--- config.mk ---
export PLATFORM = sky130hd
export DESIGN_NAME = dispram_holder
export DESIGN_NICKNAME = d
export VERILOG_FILES = /design/src/rtl/dh_pkg.sv /design/src/rtl/dh_decode.sv /design/src/rtl/dh_addr.sv /design/src/rtl/dh_holder.sv /design/src/rtl/dh_ram.sv /design/src/rtl/dispram_holder.sv
export SDC_FILE = /design/constraint.sdc
export NUM_CORES = 1
export LEC_CHECK = 0
export BUFFER_PORTS_ARGS = -buffer_cell sky130_fd_sc_hd__buf_2
export CORE_ASPECT_RATIO = 1.5
export CORE_UTILIZATION = 60
export DETAILED_ROUTE_END_ITERATION = 8
export GPL_TIMING_DRIVEN = 0
export HOLD_SLACK_MARGIN = 0.12
export PLACE_DENSITY_LB_ADDON = 0.12
export SYNTH_ARGS = -nofsm -noshare
export SYNTH_HDL_FRONTEND = slang
export SYNTH_HIERARCHICAL = 1
export SYNTH_SLANG_ARGS = --single-unit
--- constraint.sdc ---
create_clock -name clk -period 6.2 [get_ports clk]
set_input_delay 0.62 -clock clk [delete_from_list [all_inputs] [get_ports clk]]
set_output_delay 0.62 -clock clk [all_outputs]
set_load 0.01 [all_outputs]
--- src/rtl/dh_pkg.sv ---
package dh_pkg;

    localparam int DATA_W = 8;

    typedef logic [DATA_W-1:0] byte_t;

    typedef enum logic [1:0] {
        ACC_IDLE    = 2'd0,
        ACC_SETADDR = 2'd1,
        ACC_WDATA   = 2'd2,
        ACC_RDATA   = 2'd3
    } acc_e;

    // Write has priority over read; instruction reads are not handled here.
    function automatic acc_e decode_access(input logic sel_n, input logic sel,
                                           input logic dsel, input logic wr,
                                           input logic rd);
        if (sel_n || !sel) return ACC_IDLE;
        if (wr)            return dsel ? ACC_WDATA : ACC_SETADDR;
        if (rd && dsel)    return ACC_RDATA;
        return ACC_IDLE;
    endfunction

endpackage

--- src/rtl/dh_decode.sv ---
module dh_decode
    import dh_pkg::*;
(
    input  logic sel_n,
    input  logic sel,
    input  logic dsel,
    input  logic wr_stb,
    input  logic rd_stb,
    output acc_e acc,
    output logic drive
);
    always_comb begin
        acc   = decode_access(sel_n, sel, dsel, wr_stb, rd_stb);
        drive = (acc == ACC_RDATA);
    end
endmodule

--- src/rtl/dh_addr.sv ---
module dh_addr
    import dh_pkg::*;
#(
    parameter int ADDR_W = 6
) (
    input  logic              clk,
    input  logic              rst,
    input  acc_e              acc,
    input  logic [ADDR_W-1:0] load_val,
    input  logic              pend,
    output logic [ADDR_W-1:0] addr_q,
    output logic [ADDR_W-1:0] fetch_addr
);
    localparam logic [ADDR_W-1:0] STEP = ADDR_W'(1);

    // A pending commit consumes the current address before any fetch.
    always_comb fetch_addr = pend ? addr_q + STEP : addr_q;

    always_ff @(posedge clk) begin
        if (rst) begin
            addr_q <= '0;
        end else if (acc == ACC_SETADDR) begin
            addr_q <= load_val;
        end else if (acc == ACC_RDATA) begin
            addr_q <= fetch_addr + STEP;
        end else if (pend) begin
            addr_q <= addr_q + STEP;
        end
    end
endmodule

--- src/rtl/dh_holder.sv ---
module dh_holder
    import dh_pkg::*;
(
    input  logic  clk,
    input  logic  rst,
    input  acc_e  acc,
    input  byte_t wr_byte,
    input  byte_t ram_byte,
    output byte_t hold_q,
    output logic  pend_q
);
    always_ff @(posedge clk) begin
        if (rst) begin
            hold_q <= '0;
            pend_q <= 1'b0;
        end else begin
            unique case (acc)
                ACC_WDATA: begin
                    hold_q <= wr_byte;
                    pend_q <= 1'b1;
                end
                ACC_RDATA: begin
                    hold_q <= ram_byte;
                    pend_q <= 1'b0;
                end
                default: pend_q <= 1'b0;
            endcase
        end
    end
endmodule

--- src/rtl/dh_ram.sv ---
module dh_ram
    import dh_pkg::*;
#(
    parameter int ADDR_W = 6
) (
    input  logic              clk,
    input  logic              we,
    input  logic [ADDR_W-1:0] waddr,
    input  byte_t             wdata,
    input  logic [ADDR_W-1:0] raddr,
    output byte_t             rdata
);
    localparam int DEPTH = 1 << ADDR_W;

    byte_t mem [DEPTH];

    // Read data is registered by the holder, giving a synchronous read.
    always_comb rdata = mem[raddr];

    always_ff @(posedge clk) begin
        if (we) mem[waddr] <= wdata;
    end
endmodule

--- src/rtl/dispram_holder.sv ---
module dispram_holder
    import dh_pkg::*;
#(
    parameter int ADDR_W = 6
) (
    input  logic        clk,
    input  logic        rst,
    input  logic        sel_n,
    input  logic        sel,
    input  logic        dsel,
    input  logic        wr_stb,
    input  logic        rd_stb,
    input  logic [7:0]  din,
    output logic [7:0]  dout,
    output logic        dout_oe
);
    acc_e              acc;
    logic              drive;
    logic [ADDR_W-1:0] addr_q;
    logic [ADDR_W-1:0] fetch_addr;
    byte_t             hold_q;
    byte_t             ram_byte;
    logic              pend_q;

    dh_decode u_dec (
        .sel_n (sel_n),
        .sel   (sel),
        .dsel  (dsel),
        .wr_stb(wr_stb),
        .rd_stb(rd_stb),
        .acc   (acc),
        .drive (drive)
    );

    dh_addr #(.ADDR_W(ADDR_W)) u_addr (
        .clk       (clk),
        .rst       (rst),
        .acc       (acc),
        .load_val  (din[ADDR_W-1:0]),
        .pend      (pend_q),
        .addr_q    (addr_q),
        .fetch_addr(fetch_addr)
    );

    dh_holder u_hold (
        .clk     (clk),
        .rst     (rst),
        .acc     (acc),
        .wr_byte (din),
        .ram_byte(ram_byte),
        .hold_q  (hold_q),
        .pend_q  (pend_q)
    );

    dh_ram #(.ADDR_W(ADDR_W)) u_ram (
        .clk  (clk),
        .we   (pend_q),
        .waddr(addr_q),
        .wdata(hold_q),
        .raddr(fetch_addr),
        .rdata(ram_byte)
    );

    always_comb begin
        dout_oe = drive;
        dout    = drive ? hold_q : '0;
    end
endmodule

==> reports/metrics.yaml <==
final_layout:
  fin_cells: 1624
  fillers: 2200
  area.sequential_um2: 15700
  area_growth_pct: 11.5
  final_common_cell: "edfxtp_1"
  nets: 1137
  mostFrequentLayoutCells: "512 x edfxtp_1, 126 x mux4_2, 99 x nor2_1"
  n_antenna_cell: 0
  multi_input_area_um2: 4930
  drive_above_1_share_pct: 24.9
setup_path:
  critPathRequiredTime_ps: 6660
  path_max_fanout: 12
  cp.arrival_ps: 4940
  crit_path_end_kind: "flop"
  start_kind: "flop"
  path_class: "flop to flop"
logic_synthesis:
  syn_area_um2: 21000
  synth_nets: 1056
  syn_inst: 1039
  synth_seq_cells: 527
  synth_cell_type_count: 56
  synth_edf_count: 512
  seq_area_frac_synth_pct: 74.7
  synth_top_cell_area_share_pct: 73.3
  yosys_warnings: 6
  synth_area_leader_cell: "edfxtp_1"
  synthFlopType: "edfxtp_1"
  synthTopCellsByArea: "edfxtp_1 73%, mux4_2 14%, nor2_1 1.8%"
  synth-async-reset-ratio_pct: 0
  syn_avg_cell_area_um2: 20.2
timing:
  final_hold_viol_count: 0
  fin_skew_ps: 13.1
  drv_slew: 0
  tightest_slew_ps: 1340
  max_slew_margin_pct: 10.0
  fmax_mhz: 223
  setup_violations: 0
  period_minus_slack_ps: 4480
  rsz0062_at_grt: "false"
  setup_tns_ps: 0
  timing.final.crit_share_pct: 72.2
routing:
  wire_per_inst_um: 31.2
  routed_wl_mm: 50.7
  drt-pass1-iter-count: 5
  ant_nets: 0
  vias_per_cell: 6.54
  drt_iter0_drc: 1287
  vias: 10600
  drc: 0
place:
  hpwlAfterDp_mm: 33.5
  place_inst: 1537
  gp_congestion: 0.932
  numPortBuffers: 23
power_and_ir_drop:
  p_seq_share_pct: 54.0
  vdd_drop_max_mv: 0.243
  power_frac_clock_pct: 40.4
  power_density_nw_per_um2: 311
  p_sw_mw: 1.51
  pwr-share-comb_pct: 5.7
  sw_frac_of_total_pct: 20.7
  p_int_mw: 5.76
  leakage_nw: 7.64
floorplan:
  pin_count: 24
  core_um2: 34400
  initial_core_util_pct: 61.0
  die_h_um: 231
  die_area_um2: 35700
  rows: 83
  die_w_um: 155
clock_network:
  cts_buffers: 48
  cts_tree: "built"
  clock_path_buffers: 3
  cts.sinks: 527
  clk_latency_ps: 560
  postCtsResizedCells: 0
  h-tree-depth: 2
  clk_pin_slew_ps: 60
  cts_root_buf: "clkbuf_16"
  cts_hold_buf: 0
  postCtsSetupBuffers: 0
grt:
  antenna_found_initial: 0
  grt-ovfl-total: 0
  track_usage_pct: 29.6
  grt_pass1_wl_mm: 72.9
  grt_pass1_vias: 10700
  grt_max_degree: 51
outcome:
  status: "completed"
min_path:
  hold_path.class: "input port to flop"
flow_run:
  drv_cap: 0
## registers in the layout, indices dropped and copies added, names as in the netlist
signal,cells
u_ram/mem,512
u_addr/addr_q,6
u_hold/pend_q,1
u_hold/hold_q,8
## worst max-delay path: stages, from the launching register on
cell      delay [ps]
dfxtp_1          580
ha_1             270
nand3b_1         110
nand2_1          170
buf_2            270
buf_4            270
clkbuf_1         710
buf_2            540
o221ai_1         240
o21a_1           210
o41ai_1          520
mux2i_1          170
a211oi_1         280
## power by group through the flow
stage	combinational [mW]	sequential, mW	clock (mW)
floorplan	0.245	4.00	0
global placement	0.364	4.03	0
detailed placement	0.409	4.00	0
CTS	0.411	3.92	2.98
global route	0.427	3.92	3.10
finish	0.411	3.92	2.94
## through the flow
stage          power (mW)  util (%)  hold WS (ps)  cell area (um^2)  setup WS (ps)
2_1_floorplan        4.25         -           685             21000           3350
3_3_place_gp         4.40      63.1           836             21700           2050
4_1_cts              7.32      68.1           325             23400           1900
6_report             7.27      68.1           354             23400           1720
3_5_place_dp         4.41      63.6           680             21900           1990
5_1_grt              7.45      68.1           332             23400           1590
## synth_stat cells (all sizes together), types with 2 or more instances
cell type,number
edfxtp,512
mux4,126
nor2,99
buf,39
mux2i,32
nand2,26
clkbuf,18
a211oi,15
dfxtp,15
mux2,14
nand3,14
nor2b,14
and2,9
nand2b,9
nor3,8
o221ai,8
o22ai,8
nand3b,7
a221oi,6
o21ai,6
a21oi,5
xor2,5
a22oi,4
nand4,4
o2bb2ai,4
inv,3
o2111ai,3
a2111oi,2
ha,2
nor3b,2
nor4,2
o21a,2
o221a,2
o32ai,2
o41ai,2
xnor2,2
## kinds of logic after synthesis
| family | Yosys count | synth area share, % |
|---|---|---|
| compound gates | 74 | 2.71 |
| xor+xnor | 7 | 0.417 |
| fa+ha+maj | 2 | 0.119 |
| buf+inv | 60 | 1.79 |
| flops | 527 | 74.7 |
| mux | 172 | 15.8 |
| simple gates | 197 | 4.46 |
## final timing paths
| path | from | endpoint | slack (ps) | depth (start not counted) |
|---|---|---|---|---|
| worst max-delay path | u_addr/addr_q[0]$_SDFF_PP0_ | u_hold/hold_q[3]$_SDFFE_PP0P_ | 1720 | 12 |
| worst min-delay path | rst | u_addr/addr_q[3]$_SDFF_PP0_ | 350 | 2 |
| worst min register to register | u_hold/hold_q[2]$_SDFFE_PP0P_ | u_ram/mem[34][2]$_DFFE_PP_ | 680 | 0 |
| worst max register to register | u_addr/addr_q[0]$_SDFF_PP0_ | u_hold/hold_q[3]$_SDFFE_PP0P_ | 1720 | 12 |
## metal layers
metal,global-route usage [%],wire length [um]
met4,14.3,2480
met3,4.77,3300
met5,0,0
met1,36.8,18500
met2,51.1,26400
## cell type report
class	count	area share (%)
Sequential cell	527	67.0
Multi-Input combinational cell	452	21.1
Clock buffer	58	5.38
Tap cell	467	2.50
Buffer	57	1.56
Clock inverter	29	1.25
Timing Repair Buffer	31	1.18
Inverter	3	0.0481
No activity file was read; power rests on OpenSTA's default activity.
